### src/rtl/i2c_stat_pkg.sv
package i2c_stat_pkg;
    localparam int STAT_W = 8;
    localparam int B_MST  = 7;
    localparam int B_ALD  = 6;
    localparam int B_EXC  = 5;
    localparam int B_ADM  = 4;
    localparam int B_TRC  = 3;
    localparam int B_ACK  = 2;
    localparam int B_STD  = 1;
    localparam int B_SPD  = 0;

    typedef enum logic [1:0] {
        MS_STANDBY = 2'd0,
        MS_MASTER  = 2'd1,
        MS_LOST    = 2'd2
    } mst_st_e;

    typedef enum logic {
        VW_LIVE = 1'b0,
        VW_HELD = 1'b1
    } view_st_e;
endpackage

### src/rtl/i2c_bus_cond_det.sv
module i2c_bus_cond_det #(
    parameter int SYNC_STAGES = 2
) (
    input  logic clk,
    input  logic rst_n,
    input  logic scl_in,
    input  logic sda_in,
    output logic start_p,
    output logic stop_p
);
    localparam int TOP = SYNC_STAGES - 1;

    logic [TOP:0] scl_sh;
    logic [TOP:0] sda_sh;
    logic         sda_prev;
    logic         scl_prev;

    always_ff @(posedge clk or negedge rst_n) begin
        if (!rst_n) begin
            scl_sh   <= '1;
            sda_sh   <= '1;
            sda_prev <= 1'b1;
            scl_prev <= 1'b1;
        end else begin
            scl_sh[0] <= scl_in;
            sda_sh[0] <= sda_in;
            for (int i = 1; i < SYNC_STAGES; i++) begin
                scl_sh[i] <= scl_sh[i-1];
                sda_sh[i] <= sda_sh[i-1];
            end
            sda_prev <= sda_sh[TOP];
            scl_prev <= scl_sh[TOP];
        end
    end

    always_comb begin
        start_p = scl_sh[TOP] && scl_prev &&  sda_prev && !sda_sh[TOP];
        stop_p  = scl_sh[TOP] && scl_prev && !sda_prev &&  sda_sh[TOP];
    end
endmodule

### src/rtl/i2c_stat_mst_fsm.sv
module i2c_stat_mst_fsm
    import i2c_stat_pkg::*;
(
    input  logic clk,
    input  logic rst_n,
    input  logic en,
    input  logic start_gen,
    input  logic arb_lost,
    input  logic stop_p,
    input  logic rel_cmd,
    input  logic rd_stb,
    input  logic bitop_other,
    output logic msts,
    output logic ald
);
    mst_st_e st_q, st_d;

    always_ff @(posedge clk or negedge rst_n) begin
        if (!rst_n) st_q <= MS_STANDBY;
        else        st_q <= st_d;
    end

    always_comb begin
        st_d = st_q;
        if (!en) begin
            st_d = MS_STANDBY;
        end else if (arb_lost) begin
            st_d = MS_LOST;
        end else if (bitop_other) begin
            st_d = MS_STANDBY;
        end else begin
            unique case (st_q)
                MS_STANDBY: if (start_gen)          st_d = MS_MASTER;
                MS_MASTER:  if (stop_p || rel_cmd)  st_d = MS_STANDBY;
                MS_LOST:    if (rd_stb)             st_d = MS_STANDBY;
                default:                            st_d = MS_STANDBY;
            endcase
        end
    end

    always_comb begin
        msts = (st_q == MS_MASTER);
        ald  = (st_q == MS_LOST);
    end
endmodule

### src/rtl/i2c_stat_flags.sv
module i2c_stat_flags (
    input  logic       clk,
    input  logic       rst_n,
    input  logic       en,
    input  logic       bitop_other,
    input  logic       start_p,
    input  logic       stop_p,
    input  logic       ext_code,
    input  logic       addr_match,
    input  logic       trc_in,
    input  logic       ack_det,
    output logic [3:0] mirror,
    output logic       std,
    output logic       spd
);
    always_ff @(posedge clk or negedge rst_n) begin
        if (!rst_n) begin
            mirror <= '0;
            std    <= 1'b0;
            spd    <= 1'b0;
        end else if (!en || bitop_other) begin
            mirror <= '0;
            std    <= 1'b0;
            spd    <= 1'b0;
        end else begin
            mirror <= {ext_code, addr_match, trc_in, ack_det};
            if (start_p) begin
                std <= 1'b1;
                spd <= 1'b0;
            end else if (stop_p) begin
                std <= 1'b0;
                spd <= 1'b1;
            end
        end
    end
endmodule

### src/rtl/i2c_stat_view.sv
module i2c_stat_view
    import i2c_stat_pkg::*;
(
    input  logic              clk,
    input  logic              rst_n,
    input  logic              wake_mode,
    input  logic              start_p,
    input  logic              stop_p,
    input  logic [STAT_W-1:0] live,
    output logic [STAT_W-1:0] shown,
    output logic              held
);
    view_st_e          vst_q, vst_d;
    logic              wake_q;
    logic [STAT_W-1:0] snap_q;
    logic              wake_fall;

    assign wake_fall = wake_q && !wake_mode;

    always_ff @(posedge clk or negedge rst_n) begin
        if (!rst_n) begin
            vst_q  <= VW_LIVE;
            wake_q <= 1'b0;
            snap_q <= '0;
        end else begin
            vst_q  <= vst_d;
            wake_q <= wake_mode;
            if (vst_q == VW_LIVE && wake_fall) snap_q <= live;
        end
    end

    always_comb begin
        vst_d = vst_q;
        unique case (vst_q)
            VW_LIVE: if (wake_fall)          vst_d = VW_HELD;
            VW_HELD: if (start_p || stop_p)  vst_d = VW_LIVE;
            default:                         vst_d = VW_LIVE;
        endcase
    end

    always_comb begin
        held  = (vst_q == VW_HELD);
        shown = held ? snap_q : live;
    end
endmodule

### src/rtl/i2c_stat_reg.sv
module i2c_stat_reg
    import i2c_stat_pkg::*;
#(
    parameter int SYNC_STAGES = 2
) (
    input  logic              clk,
    input  logic              rst_n,
    input  logic              en,
    input  logic              scl_in,
    input  logic              sda_in,
    input  logic              start_gen,
    input  logic              arb_lost,
    input  logic              rel_cmd,
    input  logic              rd_stb,
    input  logic              bitop_other,
    input  logic              wake_mode,
    input  logic              trc_in,
    input  logic              ack_det,
    input  logic              addr_match,
    input  logic              ext_code,
    output logic [STAT_W-1:0] stat_byte
);
    logic              start_p, stop_p;
    logic              msts, ald, std, spd, held;
    logic [3:0]        mirror;
    logic [STAT_W-1:0] live;

    i2c_bus_cond_det #(.SYNC_STAGES(SYNC_STAGES)) u_det (
        .clk(clk), .rst_n(rst_n), .scl_in(scl_in), .sda_in(sda_in),
        .start_p(start_p), .stop_p(stop_p)
    );

    i2c_stat_mst_fsm u_mst (
        .clk(clk), .rst_n(rst_n), .en(en), .start_gen(start_gen),
        .arb_lost(arb_lost), .stop_p(stop_p), .rel_cmd(rel_cmd),
        .rd_stb(rd_stb), .bitop_other(bitop_other), .msts(msts), .ald(ald)
    );

    i2c_stat_flags u_flg (
        .clk(clk), .rst_n(rst_n), .en(en), .bitop_other(bitop_other),
        .start_p(start_p), .stop_p(stop_p), .ext_code(ext_code),
        .addr_match(addr_match), .trc_in(trc_in), .ack_det(ack_det),
        .mirror(mirror), .std(std), .spd(spd)
    );

    always_comb begin
        live = '0;
        live[B_MST] = msts;
        live[B_ALD] = ald;
        live[B_EXC] = mirror[3];
        live[B_ADM] = mirror[2];
        live[B_TRC] = mirror[1];
        live[B_ACK] = mirror[0];
        live[B_STD] = std;
        live[B_SPD] = spd;
    end

    i2c_stat_view u_view (
        .clk(clk), .rst_n(rst_n), .wake_mode(wake_mode), .start_p(start_p),
        .stop_p(stop_p), .live(live), .shown(stat_byte), .held(held)
    );
endmodule

### config.mk
export PLATFORM = sky130hd
export DESIGN_NAME = i2c_stat_reg
export DESIGN_NICKNAME = d
export VERILOG_FILES = /design/src/rtl/i2c_stat_pkg.sv /design/src/rtl/i2c_bus_cond_det.sv /design/src/rtl/i2c_stat_mst_fsm.sv /design/src/rtl/i2c_stat_flags.sv /design/src/rtl/i2c_stat_view.sv /design/src/rtl/i2c_stat_reg.sv
export SDC_FILE = /design/constraint.sdc
export NUM_CORES = 1
export LEC_CHECK = 0
export ABC_AREA = 1
export BUFFER_PORTS_ARGS = -buffer_cell sky130_fd_sc_hd__buf_2
export CAP_MARGIN = 30
export CORE_MARGIN = 4
export CORE_UTILIZATION = 45
export DETAILED_ROUTE_END_ITERATION = 6
export GPL_TIMING_DRIVEN = 0
export PLACE_DENSITY_LB_ADDON = 0.3
export SETUP_SLACK_MARGIN = 0.1
export SLEW_MARGIN = 20
export SYNTH_ARGS = -nofsm -noshare
export SYNTH_HDL_FRONTEND = slang
export SYNTH_SLANG_ARGS = --single-unit
### constraint.sdc
create_clock -name clk -period 1.7 [get_ports clk]
set_clock_uncertainty 0.2 [all_clocks]
set_input_delay 0.17 -clock clk [delete_from_list [all_inputs] [get_ports clk]]
set_output_delay 0.17 -clock clk [all_outputs]
set_load 0.02 [all_outputs]
# Word level (Yosys, flattened, before mapping)
# Index checks and enable logic that the tools add are counted.
# Widths: inputs -> output; s select.
word_totals:
  in_bits: 15
  wordCells: 52
  out_inout_bits: 8
  register_bits: 24
op_classes:
  eq_ne: 5
  n_mux: 18
  n_bitwise: 1
  reduce_logical: 17
ops:
  columns: ["op", "n"]
  rows:
  - ["$mux 2", 6]
  - ["$ne 5x5->1 const B", 2]
  - ["$mux 1", 8]
  - ["$mux 8", 1]
  - ["$logic_and 1x1->1", 7]
  - ["$pmux 2 s3", 1]
  - ["$ne 5x4->1 const B", 1]
  - ["$logic_not 1->1", 4]
  - ["$mux 4", 1]
  - ["$logic_or 1x1->1", 3]
  - ["$reduce_and 3->1", 1]
  - ["$reduce_bool 3->1", 1]
  - ["$eq 2x1->1 const B", 1]
  - ["$eq 2x2->1 const B", 1]
  - ["$logic_not 2->1", 1]
  - ["$pmux 1 s2", 1]
  - ["$not 1->1", 1]

# Longest topological paths before layout
# Gate-level depths: netlist of run 1.
depth:
  word_depth: 9
  mapped_depth: 7
  mapped_depth_nobuf: 7

# By module
# A second synthesis of run 1 with hierarchy kept.
hier_totals:
  cells_unflattened: 126
  area_unflattened_um2: 1089.8
by_module_without_submodules:
  columns: ["module", "instances", "area_per_inst_um2", "seq_area_each_um2", "cells_per_inst"]
  rows:
  - ["i2c_stat_view", 1, 544.3, 250.2, 67]
  - ["i2c_stat_flags", 1, 222.7, 150.1, 23]
  - ["i2c_bus_cond_det", 1, 183.9, 157.7, 13]
  - ["i2c_stat_mst_fsm", 1, 138.9, 50.0, 23]

# Worst setup path before layout of run 1
# No wires, ideal clock.
synth_path:
  path_kind: "reg2out"
  startpoint: "register u_view.vst_q (netlist: u_view.held)"
  endpoint: "output port stat_byte[4]"
  n_path_buf: 1
  slack_ns: 0.248
  stages_incl_launch_ff: 3
  required_time_ns: 1.330
  arrival_ns: 1.082
  cell_sequence: "dfrtp_1 buf_2 o21ai_0"
synth_between:
  elab_chain_len: 1
synth_lines:
  columns: ["item", "line_no", "rtl"]
  rows:
  - ["from (decl)", "i2c_stat_view.sv:13", "view_st_e vst_q, vst_d;"]
  - ["from (signal assigned)", "i2c_stat_view.sv:26", "vst_q <= vst_d;"]
  - ["$mux 8", "i2c_stat_view.sv:43", "shown = held ? snap_q : live;"]
  - ["to (decl)", "i2c_stat_reg.sv:21", "output logic [STAT_W-1:0] stat_byte"]
# Every way passes these cells.

# Final worst setup path of run 1
layout_path:
  startpoint: "register u_view.vst_q (netlist: u_view.held)"
  endpoint: "output port stat_byte[2]"
# The elaborated chain is that of the path after synthesis.

==> summary.txt, run 1 <==
Setup path
  • Critical Path Max Stage Delay: 0.50 ns
  • Worst R2R Setup Slack: between 0.3 and 0.4 ns
  • Crit-path max FO: 7
  • Crit path required time: ~1.3 ns
  • Worst Path Buf+Inv: 2
  • R2R depth: 5
  • Data arrival time of the worst path: 1.25 ns
  • Crit-path slowest cell: dfrtp_2
  • Crit-path most repeated cell: buf_4
  • Crit Path Category: reg2out
  • Crit path from: u_view.held
  • Critical register-to-register path startpoint: u_view.held
  • Cell chain of the critical path: buf_4 > o21ai_2 > buf_4
  • Startpoint Class: register
  • R2R Path End: u_view.snap_q[4]
  • Setup crit end kind: output pin
  • Worst path top cell family by delay: flip-flops

Floorplan
  • I/O Pins: 23
  • Core area: ~2200 um2
  • Die area: 3130 um2
  • DIE HEIGHT: roughly 56 um
  • Chip Width: 56.0 um
  • Core Rows: 17
  • Starting Density: 0.472

Clock network
  • TritonCTS clock tree: yes
  • Worst-path clk slew: 0.13 ns
  • CTS Sinks: 24
  • Total CTS buffers: 3
  • Clock tree root driver cell: clkbuf_4
  • H-Tree Depth: 1
  • Clk_lat worst skew: 0.31 ns
  • CTS max path bufs: 2

Yosys
  • Mapped Cells: between 100 and 150
  • Leading area contributor after synthesis: dfrtp_1
  • Cell area after synthesis: 1030 um2
  • Commonest cells in the synthesized netlist: nand2_1, inv_1, dfrtp_1, nor2_1, o21ai_0
  • Synth warn: 0
  • Synth Area per Inst: slightly above 9 um2
  • Number of synthesized register bits: 24
  • Post-synthesis net count: 128
  • Share of the synthesized area in the top cell type: 0.435
  • Register area share after synthesis: 0.588
  • Async SR Flop Fraction: 1.00
  • Top cells by area, synth: dfrtp_1, dfstp_2, nand2_1
  • Number of synthesized flops with an enable pin: 0
  • Most instantiated library cell after synthesis: nand2_1
  • Synth cell types: 16
  • Main flop type after synthesis: dfrtp_1

Placement
  • Final GP Congestion: about 0.71
  • Dpl ws: about 0.31 ns
  • I/O Buffers: 22
  • Post-Place Cell Area: between 1000 and 1500 um2
  • Hpwl dp: between 1000 and 1500 um

STA
  • Worst-margin pin slew: roughly 0.52 ns
  • RSZ-0062 raised after global routing: yes
  • Fin crit period: approximately 1.6 ns
  • Slew headroom: 0.652
  • Sum of negative setup slack: 0 ns
  • Hold Slack: 0.0650 ns
  • Hold Violations, Final: 0
  • Max frequency: 618 MHz
  • Crit share post-route: 0.951
  • Final setup viols: 0
  • Slew Limit Fails: 0
  • Final worst slack: between 0.08 and 0.09 ns

Drt
  • Drt drc: 0
  • Vias post-DR: 839
  • Post-route ant nets: 0
  • Via density: between 4 and 5
  • Wire length per cell: around 11 um
  • Iteration-0 DRC Markers: 12
  • DR pass1 iterations: 4
  • Aggregate routed wire length: between 2000 and 2500 um

Finish
  • Layout cell share with drive strength beyond 1: 0.428
  • Antenna Cells: 0
  • Nets: 175
  • Area grow syn2layout: 44.3%
  • Final instance area: about 1500 um2

Power
  • Power per cell area: 947 nW/um2
  • Power Total: approximately 0.0014 W
  • Leakage: roughly 0.76 nW
  • Peak supply drop: 616 uV

Global route
  • Total grt overflow: 0
  • Largest net degree at the start of global routing: 25
  • First-pass GRT wire length: 3640 um
  • Tot GR Track Use: 0.148
  • Vias in the first global route: 870
  • Initial antenna violation count: 0

Worst hold path
  • Hold path depth: 7
  • Worst hold endpoint: u_mst.st_q[0]
  • Hold WC Path Type: in2reg
  • Hold path startpoint: start_gen

Status
  • Outcome: finished clean

Flow run
  • MaxCap Viol Count: 0
[cell type report]
class | count | area, um2
fill | 172 | 698
sequential | 24 | 609
multi-input combinational | 63 | 363
timing repair buffer | 42 | 343
inverter | 24 | 90.1
tap | 28 | 35.0
clock buffer | 4 | 26.3
buffer | 2 | 26.3
[how the worst max path moves through the flow]
stage	end	slack [ns]	cells after the start
after floorplan	stat_byte[4]	0.25	2
after global placement	stat_byte[7]	0.30	4
after detailed placement	stat_byte[7]	0.31	4
after CTS	stat_byte[7]	0.08	4
after global routing	stat_byte[7]	0.03	3
final	stat_byte[2]	0.08	3
[worst register-to-register path: stages (launching register included)]
cell	delay (ns)
dfrtp_2	0.50
inv_2	0.12
nand3b_4	0.15
buf_8	0.19
nand2_2	0.06
o21ai_2	0.05
[registers in the layout (all words and copies together) (netlist names), 2 cells and up]
signal / flops
u_det.sda_sh: 2
u_det.scl_sh: 2
u_view.snap_q: 8
u_flg.mirror: 4
u_mst.st_q: 2
[metrics by stage]
step	instances	util
6_report	187	0.681
5_1_grt	187	0.681
4_1_cts	183	0.629
3_5_place_dp	163	0.539
3_3_place_gp	163	0.539
2_1_floorplan	113	-
[layer usage]
layer  up-vias  part of all wire  GRT usage  wire (um)
li1        432                 -          -          -
met1       388              0.45      0.170        955
met2        15              0.50      0.267       1070
met3         4             0.035     0.0278         75
met4         0             0.013     0.0610         28
met5         -                 0          0          0
[cells in the final DEF, fill, tap and decap left out, drive strengths merged]
master        n
a21oi         3
buf          31
clkbuf        4
dfrtp        18
dfstp         6
dlygate4sd3  13
inv          24
nand2        26
nand3         4
nand3b        1
nand4         1
nor2         12
o21ai        16
[logic make-up after synthesis]
logic type      Yosys count  share of synthesized area
flops                    24                      0.588
compound gates           19                      0.121
simple gates             44                      0.185
buf+inv                  26                      0.106
[power breakdown]
part           switching, W  internal, W
clock              0.000164    0.0000917
sequential        0.0000524     0.000636
combinational      0.000235     0.000234
total              0.000452     0.000962
[timing repair]
action / 4_1_cts / 5_1_grt
endpoints found under the hold margin: 33 / 0
hold buffers: 14 / 0
setup endpoints to repair: 8 / 9
pin swaps: 0 / 7
cloned: 1 / 0
gates resized for setup: 13 / 31
setup buffers: 1 / 5
(Power assumes the default switching activity.)
==> inputs of run 2 (changes only) <==
--- a/config.mk
+++ b/config.mk
@@ -5,7 +5,6 @@
 export SDC_FILE = /design/constraint.sdc
 export NUM_CORES = 1
 export LEC_CHECK = 0
-export ABC_AREA = 1
 export BUFFER_PORTS_ARGS = -buffer_cell sky130_fd_sc_hd__buf_2
 export CAP_MARGIN = 30
 export CORE_MARGIN = 4
==> run 2 against run 1 <==
Net effect: the run now ends with negative setup slack left; sequential share of layout area is 0.77 points higher; worst setup slack worse by 0.096 ns; utilization is 4.3 points higher; first-iteration DRC count is 75% lower; total power is 7.5% higher; via count is 5.7% lower; combinational power is 6.4% lower; cell area is 1.8% lower; largest power group unchanged; highest routed layer unchanged.
==> summary.txt, run 2 <==
Placement
  • Final GP Congestion: 0.728 (+2.6%)
  • Post-Place Cells: 135 (-17%)
  • I/O Buffers: 22 (unchanged)
  • Hpwl dp: 1290 um (-5.4%)

Floorplan
  • Die area: 2990 um2 (-4.5%)
  • I/O Pins: 23 (unchanged)
  • Chip Width: 54.7 um (-2.3%)
  • Core area: 2020 um2 (-7.7%)
  • Starting Density: 0.485 (+0.0128)
  • Core Rows: 16 (-1)
  • DIE HEIGHT: 54.7 um (-2.3%)

Finish
  • Most common cell after layout, fill and taps aside: nand2_1
  • Area grow syn2layout: 49.4%
  • Fill cells: 132 (-23%)
  • Finished Layout Cells: 157 (-16%)
  • Layout cell share with drive strength beyond 1: 0.415 (-0.0123)
  • Nets: 146 (-17%)
  • Antenna Cells: 0 (unchanged)
  • Top Registers: u_view.snap_q x8, u_flg.mirror x4
  • Largest register FFs: 8 (unchanged)
  • Commonest non-fill, non-tap cells in the layout: nand2_1, dfrtp_1, dlygate4sd3_1, buf_2, buf_6
  • Most flops, register: u_view.snap_q

Yosys
  • Register area share after synthesis: 0.620 (+0.0322)
  • Cell area after synthesis: 981 um2 (-5.2%)
  • Share of the synthesized area in the top cell type: 0.459 (+0.0239)
  • Main flop type after synthesis: dfrtp_1
  • Post-synthesis net count: 101 (-21%)
  • Number of synthesized flops with an enable pin: 0 (unchanged)
  • Number of synthesized register bits: 24 (unchanged)
  • Leading area contributor after synthesis: dfrtp_1
  • Mapped Cells: 86 (-24%)
  • Synth warn: 0 (unchanged)
  • Synth cell types: 23 (+7)
  • Async SR Flop Fraction: 1.00 (unchanged)
  • Top cells by area, synth: dfrtp_1, dfstp_2, nand2_1
  • Commonest cells in the synthesized netlist: nand2_1, dfrtp_1, dfstp_2, mux2_2, o21ai_0
  • Synth Area per Inst: 11.4 um2 (+25%)
  • Most instantiated library cell after synthesis: nand2_1

Global route
  • First-pass GRT wire length: 3520 um (-3.4%)
  • Tot GR Track Use: 0.164 (+0.0168)
  • Initial antenna violation count: 0 (unchanged)
  • Largest net degree at the start of global routing: 25 (unchanged)
  • Vias in the first global route: 835 (-4.0%)
  • Total grt overflow: 0 (unchanged)

Setup path
  • Crit-path slowest cell: dfrtp_1
  • Worst R2R Setup Slack: 0.15 ns (-0.20 ns)
  • Crit path required time: 1.33 ns (about the same)
  • Worst Path Buf+Inv: 2 (unchanged)
  • Startpoint Class: register
  • Data arrival time of the worst path: 1.34 ns (+0.09 ns)
  • Crit-path most repeated cell: buf_6
  • Crit Path Category: reg2out
  • Critical Path Max Stage Delay: 0.44 ns (-0.06 ns)
  • Worst path top cell family by delay: flip-flops
  • Setup crit end kind: output pin
  • Crit-path max FO: 5 (-2)
  • Cell chain of the critical path: buf_6 > mux2_4 > buf_6

Drt
  • Via density: 5.04 (+12%)
  • Iteration-0 DRC Markers: 3 (-9)
  • Aggregate routed wire length: 2200 um (+3.4%)
  • Post-route ant nets: 0 (unchanged)
  • Drt drc: 0 (unchanged)
  • Wire length per cell: 14.0 um (+23%)
  • DR pass1 iterations: 4 (unchanged)
  • Vias post-DR: 791 (-5.7%)

Clock network
  • CTS Sinks: 24 (unchanged)
  • Total CTS buffers: 3 (unchanged)
  • Worst-path clk slew: 0.14 ns (about the same)
  • Clock tree root driver cell: clkbuf_4
  • TritonCTS clock tree: yes
  • Clk_lat worst skew: 0.31 ns (about the same)
  • CTS max path bufs: 2 (unchanged)
  • H-Tree Depth: 1 (unchanged)

STA
  • Slew headroom: 0.655 (+0.00271)
  • Hold Slack: 0.144 ns (+0.0791 ns)
  • Fin crit period: 1.71 ns (+0.0955 ns)
  • Final setup viols: 5 (+5)
  • Slew Limit Fails: 0 (unchanged)
  • Max frequency: 584 MHz (-5.6%)
  • Crit share post-route: 1.01 (+0.0562)
  • Final worst slack: -0.0130 ns (-0.0955 ns)
  • Hold Violations, Final: 0 (unchanged)
  • RSZ-0062 raised after global routing: yes
  • Worst-margin pin slew: 0.518 ns (-0.00407 ns)
  • Sum of negative setup slack: -0.0388 ns (-0.0388 ns)

Power
  • Power per cell area: 1040 nW/um2 (+9.5%)
  • Leakage: 0.705 nW (-7.1%)
  • Peak supply drop: 632 uV (+2.6%)

Flow run
  • MaxCap Viol Count: 0 (unchanged)

Worst hold path
  • Hold WC Path Type: in2async

Status
  • Outcome: finished, violations left
  • Failing checks: negative setup slack
## run 2: worst paths after layout
| path | cells after the start | from | to |
|---|---|---|---|
| min | 2 | rst_n | u_view.held |
| max in group asynchronous | 2 | rst_n | u_mst.st_q[1] |
| min in group clk | 0 | u_det.sda_sh[0] | u_det.sda_sh[1] |
| max | 3 | u_view.held | stat_byte[3] |
| min reg2reg | 0 | u_det.sda_sh[0] | u_det.sda_sh[1] |
| max reg2reg | 5 | u_view.held | u_view.snap_q[5] |
## run 2: worst reg2reg max path: stages (launching register included)
cell and delay [ns]:
dfrtp_1 0.44, buf_6 0.14, or3b_4 0.40, buf_6 0.16, nand2_1 0.08, nand2_1 0.06
## run 2: layer usage
layer | wire length (um) | track usage
met5 | 0 | 0
met4 | 28 | 0.0622
met3 | 64 | 0.0272
met2 | 1210 | 0.309
met1 | 896 | 0.181
## run 2: cell type report
| class | count | area [um2] | area share |
|---|---|---|---|
| buffer | 2 | 22.5 | 0.0154 |
| clock buffer | 3 | 22.5 | 0.0154 |
| clock inverter | 1 | 30.0 | 0.0205 |
| multi-input combinational | 60 | 413 | 0.282 |
| sequential | 24 | 609 | 0.416 |
| tap | 27 | 33.8 | 0.0231 |
| timing repair buffer | 40 | 334 | 0.228 |
## run 2: logic make-up (layout without fill, tap and decap cells)
| family | Yosys count | count (layout) | share of synthesized area |
|---|---|---|---|
| and+or+nand+nor | 41 | 41 | 0.204 |
| DFF | 24 | 24 | 0.620 |
| AOI/OAI and AO/OA | 12 | 12 | 0.0816 |
| muxes | 6 | 6 | 0.0689 |
| buffers and inverters | 2 | 46 | 0.0166 |
| xor gates and xnor gates | 1 | 1 | 0.00893 |
## run 2: stage by stage
stage / util / total power (W) / worst slack (ns) / area, um2
after floorplan: - / 0.000842 / 0.268 / 981
after global placement: 0.556 / 0.000920 / 0.199 / 1120
after detailed placement: 0.556 / 0.000931 / 0.184 / 1120
after CTS: 0.702 / 0.00146 / -0.0108 / 1420
after global routing: 0.725 / 0.00158 / -0.0738 / 1470
final: 0.725 / 0.00152 / -0.0130 / 1470
## run 2: power by group
part / internal [W] / switching (W) / total, W / leakage, nW
Combinational: 0.000245 / 0.000196 / 0.000440 / 0.375
Clock: 0.000238 / 0.000169 / 0.000407 / 0.0279
Sequential: 0.000631 / 0.0000416 / 0.000673 / 0.302
## run 2: what timing repair did
| action | in CTS | in global routing |
|---|---|---|
| gates cloned | 1 | 0 |
| endpoints found under the hold margin | 40 | 0 |
| gates resized for setup | 25 | 10 |
| setup endpoints to repair | 8 | 8 |
| buffers inserted | 1 | 2 |
| hold buffers | 14 | 0 |
==> inputs of run 3 (changes only) <==
--- a/config.mk
+++ b/config.mk
@@ -12,7 +12,7 @@
 export DETAILED_ROUTE_END_ITERATION = 6
 export GPL_TIMING_DRIVEN = 0
 export PLACE_DENSITY_LB_ADDON = 0.3
-export SETUP_SLACK_MARGIN = 0.1
+export SETUP_SLACK_MARGIN = 0.2
 export SLEW_MARGIN = 20
 export SYNTH_ARGS = -nofsm -noshare
 export SYNTH_HDL_FRONTEND = slang
==> constraint.sdc (replaced) <==
create_clock -name clk -period 1.7 [get_ports clk]
set_clock_uncertainty 0.2 [all_clocks]
set_input_delay 0.085 -clock clk [delete_from_list [all_inputs] [get_ports clk]]
set_output_delay 0.085 -clock clk [all_outputs]
set_load 0.02 [all_outputs]
==> run 3 against run 2 <==
Net effect: the run now ends clean; flip-flop and latch count did not move; global-route usage rose by 1.0 points; register-to-register slack barely moved; worst setup slack improved by 0.085 ns; wire length rose by 14%; hold slack got worse by 0.080 ns; sequential power rose by 1%; first-iteration DRC count rose by 100%; non-clock buffer count rose by 8; largest cell class unchanged; highest routed layer unchanged.
==> summary.txt, run 3 (synthesized netlist as in run 2, its figures left out) <==
Setup path
  • Cell chain of the critical path: buf_6 > mux2_4 > buf_6
  • Crit path required time: 1.41 ns (+0.08 ns)
  • Startpoint Class: register
  • Crit-path most repeated cell: buf_6
  • Data arrival time of the worst path: 1.34 ns (about the same)
  • Crit-path slowest cell: dfrtp_1
  • Setup crit end kind: output pin
  • Critical Path Max Stage Delay: 0.44 ns (about the same)
  • Crit Path Category: reg2out
  • Crit-path max FO: 5 (unchanged)
  • R2R depth: 5 (unchanged)

Drt
  • Drt drc: 0 (unchanged)
  • Aggregate routed wire length: 2500 um (+14%)
  • Iteration-0 DRC Markers: 6 (+3)
  • Via density: 5.07 (+0.56%)
  • Vias post-DR: 836 (+5.7%)
  • Post-route ant nets: 0 (unchanged)
  • DR pass1 iterations: 4 (unchanged)
  • Wire length per cell: 15.1 um (+8.1%)

Power
  • Switching power: 0.000416 W (+2.4%)
  • Leakage: 0.758 nW (+7.5%)
  • Combinational Power Share: 0.298 (+0.008)
  • Clock share of power: 0.261 (-0.007)
  • Sequential power share: 0.441 (-0.002)
  • Peak supply drop: 608 uV (-3.8%)
  • Switch share: 0.270 (+0.00248)
  • Design internal power: 0.00113 W (+1.1%)
  • Power per cell area: 981 nW/um2 (-5.4%)

Finish
  • Finished Layout Cells: 165 (+5.1%)
  • Most flops, register: u_view.snap_q
  • Top Registers: u_view.snap_q x8, u_flg.mirror x4
  • Area grow syn2layout: 60.2%
  • Antenna Cells: 0 (unchanged)
  • Final instance area: 1570 um2 (+7.3%)
  • Nets: 154 (+5.5%)
  • Commonest non-fill, non-tap cells in the layout: nand2_1, dlygate4sd3_1, dfrtp_1, buf_2, buf_6
  • Layout cell share with drive strength beyond 1: 0.464 (+0.0484)
  • Largest register FFs: 8 (unchanged)

Placement
  • Final GP Congestion: 0.728 (unchanged)
  • Post-Place Cell Area: 1120 um2 (unchanged)
  • Dpl ws: 0.184 ns (unchanged)
  • I/O Buffers: 22 (unchanged)
  • Post-Place Cells: 135 (unchanged)
  • Hpwl dp: 1290 um (unchanged)

STA
  • Max frequency: 614 MHz (+5.2%)
  • Fin crit period: 1.63 ns (-0.0850 ns)
  • Crit share post-route: 0.958 (-0.0500)
  • Slew Limit Fails: 0 (unchanged)
  • Sum of negative setup slack: 0 ns (+0.0388 ns)
  • Worst-margin pin slew: 0.512 ns (-0.00589 ns)
  • RSZ-0062 raised after global routing: yes
  • Final worst slack: 0.0720 ns (+0.0850 ns)
  • Final setup viols: 0 (-5)
  • Slew headroom: 0.659 (+0.00392)
  • Hold Violations, Final: 0 (unchanged)

Clock network
  • CTS Sinks: 24 (unchanged)
  • H-Tree Depth: 1 (unchanged)
  • Total CTS buffers: 3 (unchanged)
  • CTS max path bufs: 2 (unchanged)
  • Clk_lat worst skew: 0.31 ns (about the same)
  • TritonCTS clock tree: yes
  • Clock tree root driver cell: clkbuf_4
  • Worst-path clk slew: 0.13 ns (about the same)

Floorplan
  • Core area: 2020 um2 (unchanged)
  • Chip Width: 54.7 um (unchanged)
  • I/O Pins: 23 (unchanged)
  • Core Rows: 16 (unchanged)
  • Starting Density: 0.485 (unchanged)
  • Die area: 2990 um2 (unchanged)
  • DIE HEIGHT: 54.7 um (unchanged)

Global route
  • Largest net degree at the start of global routing: 25 (unchanged)
  • Total grt overflow: 0 (unchanged)
  • Tot GR Track Use: 0.175 (+0.0101)
  • Initial antenna violation count: 0 (unchanged)
  • Vias in the first global route: 860 (+3.0%)
  • First-pass GRT wire length: 3720 um (+5.7%)

Worst hold path
  • Hold WC Path Type: in2async

Status
  • Outcome: finished clean

Flow run
  • MaxCap Viol Count: 0 (unchanged)
run 3: worst max-delay path, delay by kind of cell, from the launching register on:
kind	cells	cell delay, ns
muxes	1	0.31
DFF	1	0.44
buffers and inverters	2	0.29
run 3: layout make-up:
type	count	area (um2)
clock buffers	3	22.5
multi-input cells	60	428
flip-flops and latches	24	611
clock inverters	1	30.0
repair buffers	48	420
well taps	27	33.8
plain buffers	2	26.3
fillers	112	450
run 3: timing repair:
action / CTS / global route
gates resized for setup: 24 / 18
pin swaps: 0 / 14
setup buffers: 1 / 4
cloned: 1 / 1
hold buffers: 19 / 0
endpoints found under the setup margin: 14 / 17
endpoints found under the hold margin: 42 / 0
run 3: per-layer routing:
layer  GRT usage  vias to the layer above  wire length, um
met5           0                        -                0
met4      0.0539                        0               57
met3      0.0272                        8               87
met2       0.335                       22             1400
met1       0.192                      415              949
li1            -                      391                -
run 3: power by group through the flow:
stage               sequential [W]  clock, W  combinational (W)
finish                    0.000680  0.000403           0.000459
CTS                       0.000670  0.000415           0.000380
global route              0.000684  0.000429           0.000486
floorplan                 0.000667         0           0.000175
detailed placement        0.000677         0           0.000254
global placement          0.000671         0           0.000249
run 3: stage by stage:
| step | hold slack, ns | total power, W | util |
|---|---|---|---|
| 6_report | 0.0639 | 0.00154 | 0.777 |
| 5_1_grt | 0.0953 | 0.00160 | 0.777 |
| 4_1_cts | 0.0757 | 0.00146 | 0.727 |
| 2_1_floorplan | -0.411 | 0.000842 | - |
| 3_5_place_dp | -0.112 | 0.000931 | 0.556 |
| 3_3_place_gp | -0.119 | 0.000920 | 0.556 |
run 3: worst paths after layout:
| check | start | end | slack, ns |
|---|---|---|---|
| max in group asynchronous | rst_n | u_mst.st_q[1] | 0.86 |
| max | u_view.held | stat_byte[0] | 0.07 |
| min in group clk | u_det.sda_sh[0] | u_det.sda_sh[1] | 0.17 |
| min | rst_n | u_view.held | 0.06 |
| max reg2reg | u_view.held | u_view.snap_q[7] | 0.15 |
| min reg2reg | u_det.sda_sh[0] | u_det.sda_sh[1] | 0.17 |
